### config.mk
export PLATFORM = sky130hd
export DESIGN_NAME = spi_mem_status
export DESIGN_NICKNAME = d
export VERILOG_FILES = /design/src/rtl/spi_mem_status_pkg.sv /design/src/rtl/spi_mem_status_shifter.sv /design/src/rtl/spi_mem_status_regs.sv /design/src/rtl/spi_mem_status_protect.sv /design/src/rtl/spi_mem_status.sv
export SDC_FILE = /design/constraint.sdc
export NUM_CORES = 1
export LEC_CHECK = 0
export BUFFER_PORTS_ARGS = -buffer_cell sky130_fd_sc_hd__buf_4
export CELL_PAD_IN_SITES_DETAIL_PLACEMENT = 0
export CELL_PAD_IN_SITES_GLOBAL_PLACEMENT = 1
export CORE_ASPECT_RATIO = 0.5
export CORE_MARGIN = 3
export CORE_UTILIZATION = 45
export CTS_BUF_LIST = sky130_fd_sc_hd__clkbuf_8
export DETAILED_ROUTE_END_ITERATION = 8
export GPL_ROUTABILITY_DRIVEN = 0
export PLACE_DENSITY_LB_ADDON = 0.1
export SLEW_MARGIN = 5
export SYNTH_ARGS = -nofsm -noshare
export SYNTH_HDL_FRONTEND = slang
export SYNTH_SLANG_ARGS = --single-unit
export TNS_END_PERCENT = 30
### constraint.sdc
create_clock -name clk -period 6.05 [get_ports clk]
set_input_delay 0.3025 -clock clk [delete_from_list [all_inputs] [get_ports clk]]
set_output_delay 0.3025 -clock clk [all_outputs]
set_load 0.05 [all_outputs]
### src/rtl/spi_mem_status_pkg.sv
package spi_mem_status_pkg;

  localparam logic [7:0] OP_RD_STATUS = 8'h05;
  localparam logic [7:0] OP_WR_STATUS = 8'h01;
  localparam logic [7:0] OP_WR_ENABLE = 8'h06;
  localparam logic [7:0] OP_WR_DISABLE = 8'h04;

  localparam int CMD_BITS   = 8;
  localparam int FRAME_BITS = 16;

  // Status byte: [7] protect-enable, [6:4] zero, [3:2] block code, [1] enable latch, [0] busy
  function automatic logic [7:0] pack_status(input logic wpen, input logic [1:0] bp,
                                             input logic wen, input logic busy);
    pack_status = {wpen, 3'b000, bp, wen, busy};
  endfunction

  // Number of top sectors covered by a block-protect code
  function automatic int protect_span(input logic [1:0] bp, input int sectors);
    case (bp)
      2'b00:   protect_span = 0;
      2'b01:   protect_span = sectors / 4;
      2'b10:   protect_span = sectors / 2;
      default: protect_span = sectors;
    endcase
  endfunction

endpackage

### src/rtl/spi_mem_status_shifter.sv
module spi_mem_status_shifter
  import spi_mem_status_pkg::*;
(
  input  logic       clk,
  input  logic       rst_n,
  input  logic       cs_n,
  input  logic       sclk,
  input  logic       mosi,
  input  logic [7:0] status_in,
  output logic       so,
  output logic       so_oe,
  output logic       frame_end,
  output logic [4:0] frame_bits,
  output logic [7:0] opcode,
  output logic       wr_wpen,
  output logic [1:0] wr_bp
);

  localparam logic [4:0] CNT_SAT  = 5'(FRAME_BITS + 1);
  localparam logic [4:0] CNT_OP   = 5'(CMD_BITS);
  localparam logic [4:0] CNT_LAST = 5'(FRAME_BITS);

  logic       sclk_q, cs_q;
  logic [4:0] cnt_q;
  logic [7:0] rx_q, op_q, tx_q;
  logic       oe_q;
  logic       rise_ev, fall_ev;

  assign rise_ev   = !cs_n && sclk && !sclk_q;
  assign fall_ev   = !cs_n && !sclk && sclk_q;
  assign frame_end = cs_n && !cs_q;

  always_ff @(posedge clk) begin
    if (!rst_n) begin
      sclk_q <= 1'b0;
      cs_q   <= 1'b1;
      cnt_q  <= '0;
      rx_q   <= '0;
      op_q   <= '0;
      tx_q   <= '0;
      oe_q   <= 1'b0;
    end else begin
      sclk_q <= sclk;
      cs_q   <= cs_n;
      if (cs_n) begin
        cnt_q <= '0;
        oe_q  <= 1'b0;
      end else begin
        if (rise_ev) begin
          rx_q <= {rx_q[6:0], mosi};
          if (cnt_q != CNT_SAT) cnt_q <= cnt_q + 5'd1;
          if (cnt_q == CNT_OP - 5'd1) op_q <= {rx_q[6:0], mosi};
        end
        if (fall_ev) begin
          if (cnt_q == CNT_OP && op_q == OP_RD_STATUS) begin
            tx_q <= status_in;
            oe_q <= 1'b1;
          end else if (cnt_q >= CNT_LAST) begin
            oe_q <= 1'b0;
          end else begin
            tx_q <= {tx_q[6:0], 1'b0};
          end
        end
      end
    end
  end

  assign so         = tx_q[7];
  assign so_oe      = oe_q;
  assign frame_bits = cnt_q;
  assign opcode     = op_q;
  assign wr_wpen    = rx_q[7];
  assign wr_bp      = rx_q[3:2];

endmodule

### src/rtl/spi_mem_status_regs.sv
module spi_mem_status_regs
  import spi_mem_status_pkg::*;
#(
  parameter int WRITE_CYCLES = 5000
) (
  input  logic       clk,
  input  logic       rst_n,
  input  logic       frame_end,
  input  logic [4:0] frame_bits,
  input  logic [7:0] opcode,
  input  logic       wr_wpen,
  input  logic [1:0] wr_bp,
  input  logic       wp_n,
  output logic       wpen,
  output logic [1:0] bp,
  output logic       wen,
  output logic       busy,
  output logic       wrsr_go
);

  localparam int TMR_W = (WRITE_CYCLES > 2) ? $clog2(WRITE_CYCLES) : 1;
  localparam logic [TMR_W-1:0] TMR_LOAD = TMR_W'(WRITE_CYCLES - 1);

  logic [TMR_W-1:0] tmr_q;
  logic             len8, len16, hw_locked;

  assign len8      = frame_bits == 5'(CMD_BITS);
  assign len16     = frame_bits == 5'(FRAME_BITS);
  assign hw_locked = wpen && !wp_n;
  assign wrsr_go   = !busy && frame_end && len16 && opcode == OP_WR_STATUS && wen && !hw_locked;

  always_ff @(posedge clk) begin
    if (!rst_n) begin
      wpen  <= 1'b0;
      bp    <= 2'b00;
      wen   <= 1'b0;
      busy  <= 1'b0;
      tmr_q <= '0;
    end else if (busy) begin
      if (tmr_q == '0) begin
        busy <= 1'b0;
        wen  <= 1'b0;
      end else begin
        tmr_q <= tmr_q - 1'b1;
      end
    end else if (wrsr_go) begin
      wpen  <= wr_wpen;
      bp    <= wr_bp;
      busy  <= 1'b1;
      tmr_q <= TMR_LOAD;
    end else if (frame_end && len8) begin
      if (opcode == OP_WR_ENABLE) wen <= 1'b1;
      else if (opcode == OP_WR_DISABLE) wen <= 1'b0;
    end
  end

endmodule

### src/rtl/spi_mem_status_protect.sv
module spi_mem_status_protect
  import spi_mem_status_pkg::*;
#(
  parameter int NUM_SECTORS = 4
) (
  input  logic [1:0]             bp,
  output logic [NUM_SECTORS-1:0] mask
);

  int span;
  assign span = protect_span(bp, NUM_SECTORS);

  for (genvar i = 0; i < NUM_SECTORS; i++) begin : g_sect
    assign mask[i] = (i >= NUM_SECTORS - span);
  end

endmodule

### src/rtl/spi_mem_status.sv
module spi_mem_status
  import spi_mem_status_pkg::*;
#(
  parameter int NUM_SECTORS  = 4,
  parameter int WRITE_CYCLES = 5000
) (
  input  logic                   clk,
  input  logic                   rst_n,
  input  logic                   cs_n,
  input  logic                   sclk,
  input  logic                   mosi,
  input  logic                   wp_n,
  output logic                   so,
  output logic                   so_oe,
  output logic                   wr_busy,
  output logic [NUM_SECTORS-1:0] sect_protect
);

  logic       frame_end_w, wpen_w, wen_w, wrsr_go_w, wr_wpen_w;
  logic [4:0] frame_bits_w;
  logic [7:0] opcode_w, status_w;
  logic [1:0] bp_w, wr_bp_w;

  assign status_w = pack_status(wpen_w, bp_w, wen_w, wr_busy);

  spi_mem_status_shifter u_shift (
    .clk(clk), .rst_n(rst_n), .cs_n(cs_n), .sclk(sclk), .mosi(mosi),
    .status_in(status_w), .so(so), .so_oe(so_oe), .frame_end(frame_end_w),
    .frame_bits(frame_bits_w), .opcode(opcode_w), .wr_wpen(wr_wpen_w), .wr_bp(wr_bp_w)
  );

  spi_mem_status_regs #(.WRITE_CYCLES(WRITE_CYCLES)) u_regs (
    .clk(clk), .rst_n(rst_n), .frame_end(frame_end_w), .frame_bits(frame_bits_w),
    .opcode(opcode_w), .wr_wpen(wr_wpen_w), .wr_bp(wr_bp_w), .wp_n(wp_n),
    .wpen(wpen_w), .bp(bp_w), .wen(wen_w), .busy(wr_busy), .wrsr_go(wrsr_go_w)
  );

  spi_mem_status_protect #(.NUM_SECTORS(NUM_SECTORS)) u_prot (
    .bp(bp_w), .mask(sect_protect)
  );

endmodule

### After elaboration in Yosys (flattened, before gate mapping)

Cells that the tools add are included.

| storage, ports and cells | value |
|---|---|
| register bits after elaboration | 50 |
| memory bits (writable) | 0 |
| input port bits | 6 |
| bits in latches | 0 |
| output and inout bits | 7 |
| memories | 0 |
| ROM bits | 0 |

| operators by class | value |
|---|---|
| shift-type cells | 0 |
| $lt $le $gt $ge | 5 |
| bitwise operators | 3 |
| multipliers | 0 |
| equal/unequal tests | 14 |
| mux-type cells | 17 |
| reductions and logical operators | 35 |
| add/subtract/negate cells | 3 |
| div/mod/pow operators | 0 |

Operators with widths:

| cell | number |
|---|---|
| two-way mux 13 bit | 3 |
| == test 8 x 3 -> 1 bit, second input constant | 3 |
| two-way mux 8 bit | 2 |
| logical AND 1 bit | 13 |
| zero test 13 bit | 1 |
| subtractor 13 x 1 -> 13 bit, second input constant | 1 |
| two-way mux 1 bit | 11 |
| AND reduction 2 bit | 5 |
| case mux 3 bit (3 select lines) | 1 |
| == test 8 x 1 -> 1 bit, second input constant | 1 |
| greater-or-equal comparator 3 x 4 -> 1 bit, first input constant | 2 |
| zero test 1 bit | 7 |
| AND reduction 3 bit | 2 |
| nonzero test 2 bit | 3 |
| adder 5 x 1 -> 5 bit, second input constant | 1 |
| == test 5 x 3 -> 1 bit, second input constant | 1 |
| == test 5 x 4 -> 1 bit, second input constant | 1 |
| == test 5 bit, second input constant | 1 |
| greater-or-equal comparator 5 bit, second input constant | 1 |
| != test 5 bit, second input constant | 1 |
| greater-or-equal comparator 1 x 4 -> 1 bit, first input constant | 1 |
| greater-or-equal comparator 2 x 4 -> 1 bit, first input constant | 1 |
| != test 2 x 1 -> 1 bit, second input constant | 2 |
| != test 2 bit, second input constant | 2 |
| other kinds (8) | 10 |

### Depth between registers and ports, before layout

Gate-level depths: netlist of the first run.

| depth | value |
|---|---|
| word-level depth | 9 |
| mapped depth | 7 |

### Hierarchy

From an unflattened synthesis of the first run, not the netlist that was laid out.

| second synthesis, totals | value |
|---|---|
| cells, all modules | 285 |
| area total of the unflattened synthesis | 2,573.7 µm² |

By module, submodules not included:

| module | area an instance (µm²) | sequential area each (µm²) | cells an instance | times used |
|---|---|---|---|---|
| spi_mem_status_shifter | 1,398.8 | 640.6 | 159 | 1 |
| spi_mem_status_regs | 1,146.1 | 360.3 | 121 | 1 |
| spi_mem_status_protect | 25.0 | 0.0 | 4 | 1 |
| spi_mem_status | 3.8 | 0.0 | 1 | 1 |

### Worst setup path before layout of the first run

OpenSTA, ideal clock, no wires.

| timing path | value |
|---|---|
| path type | flip-flop to flip-flop |
| from | reg u_shift.op_q[4], in the netlist u_shift.opcode[4] |
| to | reg u_regs.tmr_q[11] |
| setup slack | 3.862 ns |
| setup time | 0.115 ns |
| buffers on the path | 1 |
| arrival | 2.073 ns |
| stages on the path, launching flop included | 7 |
| required time | 5.935 ns |
| cell sequence | dfxtp_1 > or4_4 > or3b_4 > or3_1 > buf_2 > and3_1 > o21a_1 |

| between the ends | value |
|---|---|
| word-level cells in the longest chain between the ends | 6 |

Ends and longest elaborated chain:

| item | line | source |
|---|---|---|
| from (decl) | spi_mem_status_shifter.sv:25 | `logic [7:0] rx_q, op_q, tx_q;` |
| from (signal assigned) | spi_mem_status_shifter.sv:52 | `if (cnt_q == CNT_OP - 5'd1) op_q <= {rx_q[6:0], mosi};` |
| == test 8 x 1 -> 1 bit | spi_mem_status_regs.sv:30 | `assign wrsr_go = !busy && frame_end && len16 && opcode == OP_WR_STATUS && wen && !hw_locked;` |
| logical AND 1 bit (3 in series) | spi_mem_status_regs.sv:30 |  |
| nonzero test 2 bit (no line) | n/a |  |
| AND reduction 2 bit (no line) | n/a |  |
| to (signal assigned) | spi_mem_status_regs.sv:44 | `tmr_q <= tmr_q - 1'b1;` |
| to (decl) | spi_mem_status_regs.sv:24 | `logic [TMR_W-1:0] tmr_q;` |

No other way between the ends.
A chain may end at the register's enable or synchronous reset.

### Worst setup path after layout of the first run

Ends and elaborated chain as after synthesis.

==> flow_summary.ini, run 1 <==
[final_layout]
regArea_mm2 = 0.00100
syn_to_final_growth_pct = 9.59
nNetsFinal = 270
antennaDiodeCount = 0
nFillCells = 463
layout-drive-gt1-share_pct = 11.5
multi_input_area_mm2 = 0.00118

[cts]
clock_sinks = 50
cts_buffer_depth = 2
root_buffer = clkbuf_8
clkLatencyLatePin_ps = 300
cts_tree = done
holdBufCountCts = 0
cts_setup_buffers = 0
cts_resized = 0
clkSlewWorstSetupHoldPaths_ps = 100
htreeDepth = 2
numCtsBuffers = 5

[floorplan]
start_util_pct = 49.2
io_pins = 13
die_x_um = 106
rows = 17
dieArea_mm2 = 0.00598
die-height_um = 56.2
coreArea_mm2 = 0.00462

[synthesis]
postSynthCellCount = 255
synth_edf_count = 0
async_flop_share_pct = 0
yosysWarnings = 0
synth-seq-cells = 50
ys_top_cells_by_area = dfxtp_1 44%, mux2i_1 10%, nor2_1 6.3%, a21oi_1 3.5%, nand2_1 3.0%
synth_top_area_cell = dfxtp_1
synth_area_mm2 = 0.00227
synth_common_cells = 50 x dfxtp_1, 38 x nor2_1, 23 x mux2i_1
avgSynthCellArea_um2 = 8.90
synth.most_common_cell = dfxtp_1
synth_top_area_share_pct = 44.1
synth_nets = 266
ys_seq_area_share_pct = 44.1
synthDistinctLibCells = 45
yosys_most_used_dff = dfxtp_1

[detailed_routing]
ant_nets = 0
initialDrtViolationCount = 98
firstDrtPassIters = 4
drt_wl_total_um = 4360
avgViaCountPerCell = 5.33
drc = 0
vias = 1737
wire_per_inst_um = 13.4

[worst_setup_path]
crit_arrival_ps = 2560
critPathLaunchType = flip-flop
cp_max_fo = 8
crit_required_ps = 6250
cp-end-kind = flip-flop
critPathKind = flip-flop to flip-flop

[global_routing]
grt_usage_pct = 15.8
grt_pass1_wl_um = 7790
grt_pass1_vias = 1637
antenna_found_initial = 0
grt_max_degree = 38
overflow = 0

[power]
leakagePower_nw = 0.980
ir_drop_v = 0.000132
p_per_area_mw_per_mm2 = 235

[placed_design]
dp_hpwl_um = 3100
portBuffers = 12

[sta]
whs_ps = 224
fin_crit_ps = 2350
slew_headroom_pct = 31.9
setup_viol = 0
hold_viol_final = 0
tns_ps = 0
drv_slew = 0
rsz0062_at_grt = false
period_share_pct = 38.9
fin_skew_ps = 8.62
worst_slew_pin_slew_ps = 1020
max_freq_mhz = 425

[flow_run]
maxCapViolations = 0

[worst_hold_path]
hold_path.class = input port to flip-flop

[run_status]
status = finished clean
[area by class of cell]
class	count	area share, %
Multi-Input combinational cell	183	47.3
Sequential cell	50	40.2
Timing Repair Buffer	12	3.62
Tap cell	66	3.32
Clock buffer	5	2.77
Clock inverter	3	1.66
Inverter	7	1.06
[stage by stage]
stage	instances	area, µm²	power [mW]	setup WS (ps)	util [%]
floorplan	255	2270	0.354	3860	-
global placement	318	2380	0.360	3610	51.5
detailed placement	318	2380	0.360	3570	51.5
CTS	326	2490	0.592	3670	53.9
global route	326	2490	0.607	3490	53.9
finish	326	2490	0.583	3700	53.9
[logic make-up after synthesis]
| group | count (synthesis) | synth area share (%) |
|---|---|---|
| and+or+nand+nor | 110 | 24.9 |
| DFF | 50 | 44.1 |
| AOI/OAI and AO/OA | 42 | 12.7 |
| muxes | 23 | 10.1 |
| buffers and inverters | 22 | 4.24 |
| adders and majority gates | 5 | 2.76 |
| xor gates and xnor gates | 3 | 1.16 |
[report_power, final]
group / internal, mW / switching, mW / total (mW)
combinational: 0.00697 / 0.0123 / 0.0193
clock: 0.122 / 0.110 / 0.232
sequential: 0.331 / 0.00150 / 0.333
total: 0.460 / 0.124 / 0.583
[state kept, by name (all words and copies together) (netlist names)]
signal,cells
u_regs.bp,2
u_regs.busy,1
u_regs.tmr_q,13
u_regs.wen,1
u_regs.wpen,1
u_shift.cs_q,1
u_shift.frame_bits,5
u_shift.opcode,8
u_shift.rx_q,8
u_shift.sclk_q,1
u_shift.so_oe,1
u_shift.tx_q,8
[placed cells by master (no fill, tap or decap), types with 4 or more instances in the layout]
master     n
a211oi_1   5
a21oi_1   16
buf_4     12
clkbuf_8   5
dfxtp_1   50
ha_1       5
inv_1      7
mux2i_1   23
nand2_1   18
nand3_1    9
nand4_1    4
nor2_1    38
nor3_1     6
nor4_1     4
o21ai_0    5
o31ai_1    4
[routing by layer]
metal	share of wire [%]	vias up	GRT usage, %	routed length [µm]
met5	0	-	0	0
met4	0.16	0	2.73	7
met3	3.4	2	4.40	149
met2	44	20	24.2	1930
met1	52	806	22.4	2270
li1	-	909	-	-
[worst paths after layout]
path / slack [ps] / end / start / depth (start not counted)
worst max-delay path: 3700 / u_regs.tmr_q[11] / u_shift.opcode[4] / 5
worst min-delay path: 220 / u_shift.sclk_q / sclk / 2
worst max register to register: 3700 / u_regs.tmr_q[11] / u_shift.opcode[4] / 5
worst min register to register: 460 / u_shift.so_oe / u_shift.so_oe / 2
[critical path, stage by stage (launching register included)]
cell	delay (ps)
dfxtp_1	320
or4_4	530
or3b_4	420
or3_1	570
and3_1	250
o21a_1	170
No activity file was read; power rests on OpenSTA's default activity.
==> inputs of run 2 (changes only) <==
ABC_AREA = 1   (was unset)
CORE_UTILIZATION = 41   (was 45)
clock period = 2.1 ns   (was 6.05 ns; I/O delays follow)
==> run 2 against run 1 <==
Compared with the run above: combinational power increased to 3.6 times the previous value; utilization fell by 6.0 points; sequential power increased to 2.9 times the previous value; largest power group unchanged; critical endpoint is now u_shift.tx_q[1]; design area up 8.0%.
==> flow_summary.ini, run 2 <==
[run_status]
status = finished clean

[worst_setup_path]
critPathLaunch = u_shift.frame_bits[0]
crit_required_ps = 2300
r2r_slack_ps = 410
cp_max_fo = 11
timing.rr.start = u_shift.frame_bits[0]
timing.rr.end = u_shift.tx_q[1]
worstRegToRegCells = 12
critPathKind = flip-flop to flip-flop
critPathCapture = u_shift.tx_q[1]
critPathLaunchType = flip-flop
cp-end-kind = flip-flop
crit_arrival_ps = 1890

[floorplan]
rows = 19
io_pins = 13
die-height_um = 60.5
start_util_pct = 43.4
die_x_um = 115
dieArea_mm2 = 0.00696
coreArea_mm2 = 0.00561

[placed_design]
portBuffers = 12
place_ws_ps = 426
place_area_mm2 = 0.00256
dp_hpwl_um = 3600
dp_cells = 417

[final_layout]
final_common_cell = nand2_1
mostFrequentLayoutCells = 73 x nand2_1, 50 x dfxtp_1, 46 x inv_1
design_area_mm2 = 0.00269
nNetsFinal = 363
largest_reg_flops = 13
final_cells = 425
nFillCells = 582
layout-drive-gt1-share_pct = 14.2
antennaDiodeCount = 0
largest-register = u_regs.tmr_q
syn_to_final_growth_pct = 10.3
utilization_pct = 47.9

[power]
leakagePower_nw = 1.18
ir_drop_v = 0.000297
p_per_area_mw_per_mm2 = 643
totalPowerFinal_mw = 1.73

[synthesis]
synthDistinctLibCells = 32
synth_edf_count = 0
synth_area_mm2 = 0.00244
synth.most_common_cell = nand2_1
postSynthCellCount = 341
ys_seq_area_share_pct = 41.1
synth_top_area_cell = dfxtp_1
async_flop_share_pct = 0
yosys_most_used_dff = dfxtp_1
synth_common_cells = 73 x nand2_1, 50 x dfxtp_1, 46 x inv_1
synth_top_area_share_pct = 41.1
avgSynthCellArea_um2 = 7.14
yosysWarnings = 0
synth-seq-cells = 50
synth_nets = 352
ys_top_cells_by_area = dfxtp_1 41%, nand2_1 11%, inv_1 7.1%, nor2_1 6.9%, a21oi_1 4.9%

[detailed_routing]
vias = 2021
ant_nets = 0
avgViaCountPerCell = 4.76
wire_per_inst_um = 11.5
drc = 0
initialDrtViolationCount = 70
firstDrtPassIters = 4
drt_wl_total_um = 4890

[sta]
rsz0062_at_grt = false
hold_viol_final = 0
max_freq_mhz = 592
drv_slew = 0
finalWorstSetupSlack_ps = 411
slew_headroom_pct = 68.6
tns_ps = 0
fin_crit_ps = 1690
setup_viol = 0
worst_slew_pin_slew_ps = 471
period_share_pct = 80.4
whs_ps = 53.6
fin_skew_ps = 6.06

[cts]
cts_buffer_depth = 2
cts_tree = done
numCtsBuffers = 5
clkLatencyLatePin_ps = 300
clock_sinks = 50
clkSlewWorstSetupHoldPaths_ps = 90
cts_resized = 0
htreeDepth = 2
root_buffer = clkbuf_8

[global_routing]
grt_usage_pct = 15.7
grt_max_degree = 33
overflow = 0
grt_pass1_wl_um = 8560
antenna_found_initial = 0
grt_pass1_vias = 1884

[flow_run]
maxCapViolations = 0

[worst_hold_path]
hold_path.class = input port to flip-flop
[run 2: timing repair]
item	in CTS	in global routing
endpoints found under the hold margin	1	0
endpoints found under the setup margin	0	0
hold buffers	1	0
setup buffers	0	0
[run 2: power breakdown]
| part | switching, mW | total [mW] | internal (mW) | leakage (nW) |
|---|---|---|---|---|
| Sequential | 0.00470 | 0.961 | 0.957 | 0.404 |
| Clock | 0.313 | 0.695 | 0.381 | 0.0573 |
| Combinational | 0.0467 | 0.0704 | 0.0237 | 0.717 |
| Total | 0.365 | 1.73 | 1.36 | 1.18 |
[run 2: cell type report]
| class | instances | area (µm²) | share of cell area, % |
|---|---|---|---|
| Multi-Input combinational cell | 231 | 1190 | 44.2 |
| Sequential cell | 50 | 1000 | 37.3 |
| Inverter | 50 | 188 | 6.99 |
| Timing Repair Buffer | 14 | 108 | 4.01 |
| Tap cell | 73 | 91.3 | 3.40 |
| Clock buffer | 6 | 82.6 | 3.07 |
| Clock inverter | 1 | 30.0 | 1.12 |
[run 2: cell families after synthesis]
kind of cell / share of synthesized area (%)
buf+inv: 10.2
flops: 41.1
fa+ha+maj: 2.57
compound gates: 15.3
xor+xnor: 1.44
simple gates: 29.4
[run 2: worst min-delay path by stage]
stage	start	to	slack, ps	cells past startpoint
3_5_place_dp	sclk	u_shift.sclk_q	320	3
3_3_place_gp	sclk	u_shift.sclk_q	320	3
5_1_grt	mosi	u_shift.rx_q[0]	70	3
2_1_floorplan	sclk	u_shift.sclk_q	200	2
6_report	mosi	u_shift.rx_q[0]	50	3
4_1_cts	mosi	u_shift.rx_q[0]	40	3
[run 2: per-layer routing]
| layer | GRT usage (%) | vias up | share of wire, % |
|---|---|---|---|
| li1 | - | 1094 | - |
| met1 | 20.4 | 906 | 52 |
| met2 | 25.7 | 14 | 43 |
| met3 | 4.68 | 7 | 3.6 |
| met4 | 4.52 | 0 | 1.1 |
| met5 | 0 | - | 0 |
[run 2: critical path, stage by stage, from the launching register on]
cell and delay (ps):
dfxtp_1 400, inv_1 80, ha_1 220, nand2_1 70
inv_1 30, nand2_1 70, nor2_1 50, nand2_1 240
inv_1 140, nand2_1 80, nand3_1 60, o211ai_1 80
inv_1 60
